<file path="src/rtl/fw_pkg.sv">
package fw_pkg;
  typedef enum logic [1:0] {
    SEL_ZONE    = 2'd0,
    SEL_OVR_EN  = 2'd1,
    SEL_OVR_VAL = 2'd2,
    SEL_RSVD    = 2'd3
  } cfg_sel_e;
endpackage

</file>
<file path="src/rtl/fw_cfg_regs.sv">
module fw_cfg_regs
  import fw_pkg::*;
#(
  parameter int                NUM_TGT      = 6,
  parameter int                NUM_INIT     = 4,
  parameter int                DW           = 32,
  parameter logic [NUM_INIT-1:0] INIT_SEC_RST = '0
) (
  input  logic                clk,
  input  logic                rst,
  input  logic                cfg_valid,
  input  logic                cfg_write,
  input  logic [1:0]          cfg_sel,
  input  logic [DW-1:0]       cfg_wdata,
  input  logic                cfg_sec,
  output logic                cfg_rsp_valid,
  output logic                cfg_rsp_err,
  output logic [DW-1:0]       cfg_rsp_rdata,
  output logic [NUM_TGT-1:0]  zone_ns,
  output logic [NUM_INIT-1:0] ovr_en,
  output logic [NUM_INIT-1:0] ovr_val
);
  cfg_sel_e sel;
  logic     unused_wdata;

  assign sel          = cfg_sel_e'(cfg_sel);
  assign unused_wdata = ^cfg_wdata;

  always_ff @(posedge clk) begin
    if (rst) begin
      zone_ns       <= '0;
      ovr_en        <= INIT_SEC_RST;
      ovr_val       <= INIT_SEC_RST;
      cfg_rsp_valid <= 1'b0;
      cfg_rsp_err   <= 1'b0;
      cfg_rsp_rdata <= '0;
    end else begin
      cfg_rsp_valid <= cfg_valid;
      cfg_rsp_err   <= 1'b0;
      cfg_rsp_rdata <= '0;
      if (cfg_valid) begin
        if (!cfg_sec || sel == SEL_RSVD) begin
          cfg_rsp_err <= 1'b1;
        end else if (cfg_write) begin
          case (sel)
            SEL_ZONE:    zone_ns <= cfg_wdata[NUM_TGT-1:0];
            SEL_OVR_EN:  ovr_en  <= cfg_wdata[NUM_INIT-1:0];
            SEL_OVR_VAL: ovr_val <= cfg_wdata[NUM_INIT-1:0];
            default:     ;
          endcase
        end else begin
          case (sel)
            SEL_ZONE:    cfg_rsp_rdata <= DW'(zone_ns);
            SEL_OVR_EN:  cfg_rsp_rdata <= DW'(ovr_en);
            SEL_OVR_VAL: cfg_rsp_rdata <= DW'(ovr_val);
            default:     cfg_rsp_rdata <= '0;
          endcase
        end
      end
    end
  end
endmodule

</file>
<file path="src/rtl/fw_decide.sv">
module fw_decide #(
  parameter int NUM_TGT  = 6,
  parameter int NUM_INIT = 4,
  parameter int IDXW     = 3,
  parameter int IW       = 2
) (
  input  logic [IDXW-1:0]     idx,
  input  logic [IW-1:0]       init,
  input  logic                req_sec,
  input  logic [NUM_TGT-1:0]  zone_ns,
  input  logic [NUM_INIT-1:0] ovr_en,
  input  logic [NUM_INIT-1:0] ovr_val,
  output logic                allow
);
  logic               eff_sec;
  logic [NUM_TGT-1:0] hit;

  assign eff_sec = ovr_en[init] ? ovr_val[init] : req_sec;

  for (genvar g = 0; g < NUM_TGT; g++) begin : g_hit
    assign hit[g] = (idx == IDXW'(g)) && (zone_ns[g] || eff_sec);
  end

  assign allow = |hit;
endmodule

</file>
<file path="src/rtl/fw_target_gate.sv">
module fw_target_gate #(
  parameter int                  AW           = 16,
  parameter int                  DW           = 32,
  parameter int                  NUM_TGT      = 6,
  parameter int                  NUM_INIT     = 4,
  parameter logic [NUM_INIT-1:0] INIT_SEC_RST = 4'b0011,
  localparam int                 IDXW         = $clog2(NUM_TGT),
  localparam int                 IW           = $clog2(NUM_INIT)
) (
  input  logic            clk,
  input  logic            rst,
  input  logic            up_req_valid,
  input  logic            up_req_write,
  input  logic [AW-1:0]   up_req_addr,
  input  logic [DW-1:0]   up_req_wdata,
  input  logic [IW-1:0]   up_req_init,
  input  logic            up_req_sec,
  output logic            up_rsp_valid,
  output logic            up_rsp_err,
  output logic [DW-1:0]   up_rsp_rdata,
  output logic            tgt_req_valid,
  output logic [IDXW-1:0] tgt_req_idx,
  output logic            tgt_req_write,
  output logic [AW-1:0]   tgt_req_addr,
  output logic [DW-1:0]   tgt_req_wdata,
  input  logic            tgt_rsp_valid,
  input  logic            tgt_rsp_err,
  input  logic [DW-1:0]   tgt_rsp_rdata,
  input  logic            cfg_valid,
  input  logic            cfg_write,
  input  logic [1:0]      cfg_sel,
  input  logic [DW-1:0]   cfg_wdata,
  input  logic            cfg_sec,
  output logic            cfg_rsp_valid,
  output logic            cfg_rsp_err,
  output logic [DW-1:0]   cfg_rsp_rdata
);
  logic [NUM_TGT-1:0]  zone_ns_q;
  logic [NUM_INIT-1:0] ovr_en_q;
  logic [NUM_INIT-1:0] ovr_val_q;
  logic [IDXW-1:0]     req_idx;
  logic                allow;

  assign req_idx = up_req_addr[AW-1 -: IDXW];

  fw_cfg_regs #(
    .NUM_TGT(NUM_TGT), .NUM_INIT(NUM_INIT), .DW(DW), .INIT_SEC_RST(INIT_SEC_RST)
  ) u_regs (
    .clk(clk), .rst(rst),
    .cfg_valid(cfg_valid), .cfg_write(cfg_write), .cfg_sel(cfg_sel),
    .cfg_wdata(cfg_wdata), .cfg_sec(cfg_sec),
    .cfg_rsp_valid(cfg_rsp_valid), .cfg_rsp_err(cfg_rsp_err),
    .cfg_rsp_rdata(cfg_rsp_rdata),
    .zone_ns(zone_ns_q), .ovr_en(ovr_en_q), .ovr_val(ovr_val_q)
  );

  fw_decide #(
    .NUM_TGT(NUM_TGT), .NUM_INIT(NUM_INIT), .IDXW(IDXW), .IW(IW)
  ) u_decide (
    .idx(req_idx), .init(up_req_init), .req_sec(up_req_sec),
    .zone_ns(zone_ns_q), .ovr_en(ovr_en_q), .ovr_val(ovr_val_q),
    .allow(allow)
  );

  always_ff @(posedge clk) begin
    if (rst) begin
      tgt_req_valid <= 1'b0;
      tgt_req_idx   <= '0;
      tgt_req_write <= 1'b0;
      tgt_req_addr  <= '0;
      tgt_req_wdata <= '0;
      up_rsp_valid  <= 1'b0;
      up_rsp_err    <= 1'b0;
      up_rsp_rdata  <= '0;
    end else begin
      tgt_req_valid <= up_req_valid && allow;
      if (up_req_valid && allow) begin
        tgt_req_idx   <= req_idx;
        tgt_req_write <= up_req_write;
        tgt_req_addr  <= up_req_addr;
        tgt_req_wdata <= up_req_wdata;
      end
      if (up_req_valid && !allow) begin
        up_rsp_valid <= 1'b1;
        up_rsp_err   <= 1'b1;
        up_rsp_rdata <= '0;
      end else begin
        up_rsp_valid <= tgt_rsp_valid;
        up_rsp_err   <= tgt_rsp_valid && tgt_rsp_err;
        up_rsp_rdata <= tgt_rsp_valid ? tgt_rsp_rdata : '0;
      end
    end
  end
endmodule

</file>
<file path="config.mk">
export PLATFORM = sky130hd
export DESIGN_NAME = fw_target_gate
export DESIGN_NICKNAME = d
export VERILOG_FILES = /design/src/rtl/fw_pkg.sv /design/src/rtl/fw_cfg_regs.sv /design/src/rtl/fw_decide.sv /design/src/rtl/fw_target_gate.sv
export SDC_FILE = /design/constraint.sdc
export NUM_CORES = 1
export LEC_CHECK = 0
export ABC_AREA = 1
export BUFFER_PORTS_ARGS = -buffer_cell sky130_fd_sc_hd__buf_4
export CAP_MARGIN = 10
export CELL_PAD_IN_SITES_DETAIL_PLACEMENT = 2
export CELL_PAD_IN_SITES_GLOBAL_PLACEMENT = 2
export CORE_UTILIZATION = 22
export DETAILED_ROUTE_END_ITERATION = 8
export MAX_ROUTING_LAYER = met4
export PLACE_DENSITY_LB_ADDON = 0.1
export SLEW_MARGIN = 30
export SYNTH_ARGS = -nofsm -noshare
export SYNTH_HDL_FRONTEND = slang
export SYNTH_SLANG_ARGS = --single-unit
</file>
<file path="constraint.sdc">
create_clock -name clk -period 1.47 [get_ports clk]
set_input_delay 0.147 -clock clk [delete_from_list [all_inputs] [get_ports clk]]
set_output_delay 0.147 -clock clk [all_outputs]
set_load 0.01 [all_outputs]
</file>
### Yosys cells after proc, flatten, opt, wreduce, memory -nomap -nowiden

Index checks and enable logic that the tools add are counted.

* reduce and logical (&&, ||, !) cells: 27
* $lt $le $gt $ge: 1
* bitwise operators: 3
* mux-type cells: 9
* equality and inequality tests: 8

Operator list (count)
* $pmux 6 s3: 1
* $reduce_and 4->1: 3
* $logic_and 1x1->1: 9
* $logic_or 1x1->1: 7
* $eq 3x2->1 const B: 2
* $eq 3x3->1 const B: 2
* $mux 1: 6
* $reduce_or 6->1: 1
* $bmux 1 s2: 2
* $eq 2x2->1 const B: 2
* $reduce_or 4->1: 1
* $eq 3x1->1 const B: 1
* $logic_not 3->1: 1
* $lt 2x3->1 const B: 1
* $not 1->1: 3
* $reduce_or 3->1: 1
* $eq 2x1->1 const B: 1
* $logic_not 1->1: 2
* $logic_not 2->1: 1
* $reduce_or 2->1: 1

* flip-flop bits (word level): 135
* output and inout port bits: 121
* logic and storage cells: 62
* input port bits: 126

### Depth between registers and ports, before layout

Gate-level depths: netlist of the first run.

* depth in word-level cells: 9
* mapped depth: 12
* gate-level depth less buffers: 11

### Modules after synthesis

A second synthesis of the first run with hierarchy kept.

* cell total of the unflattened synthesis: 627
* area, all modules: 4322.9 µm²

By module, submodules not included
* fw_target_gate: cells each 425, instances 1, area each 3020.4 µm²
* fw_cfg_regs: cells each 159, instances 1, area each 1122.3 µm²
* fw_decide: cells each 43, instances 1, area each 180.2 µm²

### Worst setup path after synthesis of the first run

OpenSTA, ideal clock, no wires.

* path type: register to register
* start: register u_regs.ovr_en[1]
* end: register up_rsp_rdata[0]
* stages on the path, launching flop included: 11
* arrival time: 1137 ps
* clock period less this slack: 1253 ps
* path slack: 217 ps
* buffers on the path: 1
* data required time: 1354 ps
* library setup time: 116 ps
* path through: dfxtp_1 nand2_1 nand3_1 nand2_1 nand2_1 nand3_2 nand2_1 nand2_1 nand2_2 buf_2 nor2_1

* word-level cells in the longest chain between the ends: 9
* elaborated cells on any way between the ends: 19
* classes of those cells: mux: 3; reduce/logical: 16

Ends and longest elaborated chain
* start: declaration: line fw_cfg_regs.sv:20 `output logic [NUM_INIT-1:0] ovr_en,`
* start signal: assignment: line fw_cfg_regs.sv:47 `SEL_OVR_EN: ovr_en <= cfg_wdata[NUM_INIT-1:0];`
* $bmux 1 s2 (*): line fw_decide.sv:18 `assign eff_sec = ovr_en[init] ? ovr_val[init] : req_sec;`
* $mux 1 (implied by the code) (*): line fw_decide.sv:18
* $mux 1 (*): line fw_decide.sv:18
* $logic_or 1x1->1: line fw_decide.sv:21 `assign hit[g] = (idx == IDXW'(g)) && (zone_ns[g] || eff_sec);`
* $logic_and 1x1->1: line fw_decide.sv:21
* $reduce_or 6->1 (*): line fw_decide.sv:24 `assign allow = |hit;`
* $logic_not 1->1 (*): line fw_target_gate.sv:83 `if (up_req_valid && !allow) begin`
* $logic_and 1x1->1 (*): line fw_target_gate.sv:83
* $reduce_or 3->1 (no source line) (*)
* end signal: assignment: line fw_target_gate.sv:90 `up_rsp_rdata <= tgt_rsp_valid ? tgt_rsp_rdata : '0;`
* end: declaration: line fw_target_gate.sv:20 `output logic [DW-1:0] up_rsp_rdata,`

Every way passes the cells marked *; elsewhere a longest branch is shown, timed or not. The select of a mux whose other input is x is not followed.
A chain may end at the register's enable or synchronous reset.

### Worst setup path in the final report of the first run

* start: register u_regs.ovr_en[0]
* end: register tgt_req_wdata[0]

* word-level cells in the longest chain between the ends: 7
* elaborated cells on any way between the ends: 17
* classes of those cells: mux: 3; reduce/logical: 14

Ends and longest elaborated chain
* $bmux 1 s2 (*): line fw_decide.sv:18
* $mux 1 (implied by the code) (*): line fw_decide.sv:18
* $mux 1 (*): line fw_decide.sv:18
* $logic_or 1x1->1: line fw_decide.sv:21
* $logic_and 1x1->1: line fw_decide.sv:21
* $reduce_or 6->1 (*): line fw_decide.sv:24
* $logic_and 1x1->1 (*): line fw_target_gate.sv:77 `if (up_req_valid && allow) begin`
* end signal: assignment: line fw_target_gate.sv:81 `tgt_req_wdata <= up_req_wdata;`
* end: declaration: line fw_target_gate.sv:25 `output logic [DW-1:0] tgt_req_wdata,`

Marks and branches as above.

==> flow_metrics.tcl, run 1 <==
set metrics [dict create \
    outcome "finished, final reports clean" \
    crit_required_ns 1.76 \
    cpPeakStageDelay_ns 0.34 \
    diodes 0 \
    grtUsageTotal_pct 16.0 \
    final_cell_mix "buf_4, inv_1, dfxtp_1" \
    area_growth_pct 60.4 \
    fin_crit_sh_pct 96.8 \
    crit_arrival_ns 1.72 \
    dpl_worst_slack_ns -0.0822 \
    tns_ns 0 \
    numCtsBuffers 9 \
    setup_slack_ns 0.0471 \
    synth_seq_cells 106 \
    fin_util_pct 36.0 \
    place_inst 1166 \
    overflow 0 \
    place.gp.congestion 0.775 \
    io_pins 247 \
    hold_class "input pin to flop" \
    p_per_area_nw_per_um2 962 \
    firstDrtPassIters 4 \
    antenna_left 0 \
    final_common_cell "buf_4" \
    syn_inst 707 \
    cts_root_buffer "clkbuf_16" \
    drt-vias-per-instance 4.12 \
    critPathLaunchType "flop" \
    drt_iter0_markers 91 \
    avgRoutedWirePerCell_microns 14.4 \
    htreeDepth 3 \
    reg2reg_from "u_regs.ovr_en[0]" \
    first_global_vias 5342 \
    cp_max_fo 7 \
    post-dp-hpwl_microns 12200 \
    grt_max_degree 36 \
    rsz0062_at_grt "yes" \
    total_power_mw 7.28 \
    io_buffers 194 \
    core_area_sq_um 21000 \
    period_needed_ns 1.42 \
    hold_violations 0 \
    yosysSeqAreaShare_pct 45.0 \
    peakVddDrop_mv 0.493 \
    fmax_mhz 703 \
    startpoint "u_regs.ovr_en[0]" \
    die_y_microns 148 \
    initial_core_util_pct 22.4 \
    rows 53 \
    die_x_microns 148 \
    design_area_sq_um 7570 \
    cp-end-kind "flop" \
    ys.warnings.count 0 \
    setup_viol_count_final 0 \
    antenna_found_initial 0 \
    crit_type "flop to flop" \
    p_leak_nw 4.15 \
    cts_tree "done" \
    drc_errors 0 \
    syn_avg_cell_area_sq_um 6.67 \
    cp_slowest_cell "dfxtp_2" \
    yosysUniqueCellTypes 22 \
    cap_violations 0 \
    layout-drive-gt1-share_pct 36.4 \
    clk_pin_slew_worst_paths_ns 0.08 \
    dieArea_sq_um 22000 \
    finalNetCount 1066 \
    syn-cell-area_sq_um 4720 \
    instances_no_fill 1220 \
    finClkSkew_ns 0.0134 \
    place_area_sq_um 6540 \
    clk_path_buf_depth 2 \
    hold_start "tgt_rsp_rdata[5]" \
    clk_latency_ns 0.36 \
    crit_path_cell_trace "nand2_2 > nand2_1 > nand2_1 > nand2_1 > nand2_2 > nand3_4 > nand3_4 > buf_12 > clkbuf_16 > nand2_2 > inv_2 > nor2_1" \
    vias 5025 \
    cts.sinks 106 \
    grt_pass1_wl_microns 26700 \
    wirelength_microns 17600 \
    drv_slew 0 \
    hold_ws_ns 0.0107 \
]
-- logic make-up after synthesis --
| group | Yosys count | share of synthesized area (%) |
|---|---|---|
| AOI/OAI and AO/OA | 28 | 3.21 |
| buffers and inverters | 265 | 24.0 |
| DFF | 106 | 45.0 |
| other | 1 | 0.0795 |
| and+or+nand+nor | 307 | 27.7 |
-- worst paths after layout --
kind	depth (start not counted)	end	slack [ns]
max	12	tgt_req_wdata[0]	0.05
min	3	up_rsp_rdata[5]	0.01
max reg2reg	12	tgt_req_wdata[0]	0.05
min reg2reg	2	u_regs.cfg_rsp_rdata[5]	0.47
-- worst max-delay path, delay by kind of cell (launching register included) --
family,cells,cell delay [ns]
buf+inv,3,0.35
flops,1,0.34
simple gates,9,0.67
-- repair_timing --
action	CTS	global route
hold buffers	26	0
setup buffers	0	6
pin swaps	1	56
hold endpoints to repair	26	0
setup endpoints to repair	49	80
gates cloned	0	6
gates resized for setup	3	117
-- cell usage after synthesis (all sizes together) --
cell type / count / area share [%]
o211ai: 3 / 0.48
nor3: 4 / 0.42
o21ai: 15 / 1.6
clkinv: 1 / 0.079
nor2: 99 / 7.9
a21boi: 1 / 0.16
clkbuf: 13 / 1.0
inv: 204 / 16
a21oi: 8 / 0.85
conb: 1 / 0.079
buf: 47 / 6.7
nand2: 142 / 11
o22ai: 1 / 0.13
nand3: 13 / 1.6
dfxtp: 106 / 45
nand4: 49 / 6.5
-- routing by layer --
metal  vias to the layer above  track usage [%]  routed length (microns)
met3                        16             2.33                      545
met5                         -                -                        0
met4                         0             5.10                      286
met1                      2427             17.5                     7360
li1                       2467                -                        -
met2                       115             29.5                     9390
-- flip-flops by register name (all words and copies together), names as in the netlist --
| register | flops |
|---|---|
| tgt_req_wdata | 32 |
| up_rsp_rdata | 32 |
| tgt_req_addr | 13 |
| u_regs.cfg_rsp_rdata | 6 |
| u_regs.zone_ns | 6 |
| u_regs.ovr_en | 4 |
| u_regs.ovr_val | 4 |
| tgt_req_idx | 3 |
| tgt_req_valid | 1 |
| tgt_req_write | 1 |
| u_regs.cfg_rsp_err | 1 |
| u_regs.cfg_rsp_valid | 1 |
| up_rsp_err | 1 |
| up_rsp_valid | 1 |
-- power breakdown --
group          switching [mW]  internal [mW]  leakage (nW)
sequential             0.0840           3.04         0.870
combinational           0.890          0.825          3.14
clock                    1.24           1.20         0.141
total                    2.21           5.06          4.15
-- cell type report --
cell class | instances | area [sq um]
Multi-Input combinational cell | 361 | 1810
Sequential cell | 106 | 2130
Timing Repair Buffer | 257 | 2230
Tap cell | 275 | 344
Clock buffer | 10 | 229
Fill cell | 2460 | 13500
Clock inverter | 6 | 57.6
Inverter | 205 | 769
No activity file was read; power rests on OpenSTA's default activity.
==> run 2: changes to the inputs <==
Settings changed: CORE_UTILIZATION 22 to 20, SETUP_SLACK_MARGIN from default to 0.3.
Clock period 1.47 ns to 1.16 ns, I/O delays scaled along.
==> run 2 against run 1 <==
Compared with the run above: the flow now finishes with violations (setup timing); global-route usage grew 0.92 points; sequential power increased by 29%; wire length up 13%; clock skew grew 0.0021 ns; count of clock-buffer cells in the layout fell by 1; combinational power up 43%; register-to-register slack lost 0.35 ns; die area increased by 9.9%; non-clock buffer count grew 34; clock power rose by 39%; via count rose by 2.4%; critical path depth fell by 1; largest cell class unchanged.
==> flow_metrics.tcl, run 2 (same netlist as run 1, synthesis figures left out) <==
set metrics [dict create \
    outcome "finished with violations" \
    violations "setup timing" \
    final_cell_mix "inv_1, buf_4, nand2_1" \
    die_y_microns 156 \
    dieArea_sq_um 24200 \
    vias 5148 \
    drc_errors 0 \
    drt_iter0_markers 97 \
    io_pins 247 \
    io_buffers 194 \
    setup_viol_count_final 84 \
    seqPwrFrac_pct 40.9 \
    wirelength_microns 19900 \
    netSwitchingPower_mw 2.98 \
    cp_slowest_cell "dfxtp_2" \
    first_global_vias 5652 \
    cpPeakStageDelay_ns 0.35 \
    place_area_sq_um 6670 \
    cp-end-kind "flop" \
    startpoint "u_regs.ovr_en[3]" \
    switching_share_pct 30.1 \
    place_inst 1214 \
    antenna_left 0 \
    top_regs "tgt_req_wdata x32, up_rsp_rdata x32, tgt_req_addr x13" \
    regArea_sq_um 2250 \
    firstDrtPassIters 4 \
    dpl_worst_slack_ns -0.345 \
    r2r_slack_ns -0.30 \
    nFillCells 2595 \
    area_growth_pct 81.0 \
    cts.sinks 106 \
    p_per_area_nw_per_um2 1160 \
    r2r_cells 11 \
    period_needed_ns 1.46 \
    setup_slack_ns -0.300 \
    critPathCapture "up_rsp_rdata[13]" \
    design_area_sq_um 8540 \
    initial_core_util_pct 20.6 \
    cap_violations 0 \
    pwr-share-comb_pct 24.8 \
    finalNetCount 1101 \
    rows 55 \
    hold_violations 0 \
    numCtsBuffers 9 \
    grtUsageTotal_pct 16.9 \
    clk_pin_slew_worst_paths_ns 0.09 \
    p_leak_nw 4.50 \
    antenna_found_initial 0 \
    crit_type "flop to flop" \
    final_common_cell "inv_1" \
    clk_latency_ns 0.37 \
    instances_no_fill 1293 \
    hold_class "input pin to flop" \
    rr_endpoint "up_rsp_rdata[13]" \
    fin_crit_sh_pct 126 \
    drv_slew 0 \
    crit_required_ns 1.42 \
    hold_ws_ns 0.0164 \
    diodes 0 \
    cpMostUsedCell "nand2_4" \
    crit_path_cell_trace "nand2_2 > nand3_1 > nand2_1 > nand2_2 > nand3_4 > nand2_4 > nand2_4 > nand2_4 > buf_6 > buf_12 > nor2_2" \
    drt-vias-per-instance 3.98 \
    layout-drive-gt1-share_pct 46.7 \
    cp_max_fo 8 \
    cp.depth 11 \
    finClkSkew_ns 0.0156 \
    peakVddDrop_mv 0.637 \
    clk_path_buf_depth 2 \
    critPathLaunchType "flop" \
    worst-path-buf-inv 2 \
    place.gp.congestion 0.772 \
    fmax_mhz 685 \
    crit_arrival_ns 1.72 \
    post-dp-hpwl_microns 13500 \
    critPathTopFamily "simple AND/OR/NAND/NOR gates" \
    cts_root_buffer "clkbuf_16" \
    multi_input_area_sq_um 1900 \
    rsz0062_at_grt "yes" \
    core_area_sq_um 22900 \
    reg2reg_from "u_regs.ovr_en[3]" \
    overflow 0 \
    grt_pass1_wl_microns 30500 \
    htreeDepth 3 \
    clockPowerShare_pct 34.3 \
    power.internal_mw 6.92 \
    die_x_microns 156 \
    grt_max_degree 33 \
    cts_tree "done" \
    total_power_mw 9.91 \
    avgRoutedWirePerCell_microns 15.4 \
]
[run 2: cell types whose count changed in the layout (fill, tap and decap cells not counted), sizes merged]
| cell | previous run | this run |
|---|---|---|
| buf | 226 | 254 |
| nand2 | 142 | 143 |
| clkinv | 2 | 3 |
| dlygate4sd3 | 26 | 34 |
| bufinv | 0 | 1 |
| inv | 209 | 208 |
| clkbuf | 15 | 12 |
[run 2: power by group through the flow]
stage / registers (mW) / logic [mW] / clock network (mW)
2_1_floorplan: 4.13 / 0.847 / 0
3_3_place_gp: 4.05 / 1.77 / 0
3_5_place_dp: 4.06 / 1.84 / 0
4_1_cts: 4.05 / 2.31 / 3.56
5_1_grt: 4.08 / 2.70 / 3.67
6_report: 4.05 / 2.46 / 3.40
[run 2: timing repair]
action | 4_1_cts | 5_1_grt
gates resized for setup | 241 | 72
cloned | 4 | 4
hold endpoints to repair | 34 | 0
setup endpoints to repair | 183 | 191
pin swaps | 10 | 15
hold buffers | 34 | 0
setup buffers | 13 | 8
[run 2: worst register-to-register path: stages, from the launching register on]
cell and delay (ns):
dfxtp_2 0.35, nand2_2 0.06, nand3_1 0.08, nand2_1 0.06, nand2_2 0.10, nand3_4 0.14
nand2_4 0.11, nand2_4 0.05, nand2_4 0.06, buf_6 0.13, buf_12 0.17, nor2_2 0.05
[run 2: layout make-up]
| cell class | instances | area share, % |
|---|---|---|
| timing repair buffer | 291 | 33.9 |
| sequential | 106 | 26.4 |
| multi-input combinational | 362 | 22.3 |
| inverter | 205 | 9.05 |
| tap | 313 | 4.59 |
| clock buffer | 9 | 2.64 |
| clock inverter | 7 | 1.11 |
[run 2: metal layers]
| metal | track usage [%] | up-vias | wire, microns |
|---|---|---|---|
| met5 | - | - | 0 |
| met4 | 3.55 | 0 | 194 |
| met3 | 3.42 | 16 | 846 |
| met2 | 30.7 | 113 | 10600 |
| met1 | 19.2 | 2482 | 8320 |
| li1 | - | 2537 | - |
[run 2: worst min-delay path by stage]
stage	startpoint	endpoint	slack, ns	cells after the start
after floorplan	tgt_rsp_err	up_rsp_err	0.23	2
after global placement	tgt_rsp_rdata[4]	up_rsp_rdata[4]	0.33	3
after detailed placement	tgt_rsp_rdata[1]	up_rsp_rdata[1]	0.34	3
after CTS	cfg_wdata[0]	u_regs.ovr_val[0]	0.002	3
after global routing	cfg_wdata[0]	u_regs.ovr_en[0]	0.03	3
final	cfg_wdata[0]	u_regs.ovr_val[0]	0.02	3
[run 2: metrics by stage]
stage                     TNS, ns  util, %
final                      -20.97     37.3
after global routing       -29.42     37.3
after CTS                  -20.60     35.7
after detailed placement   -25.87     29.1
after global placement     -19.03     29.1
after floorplan             -2.85        -
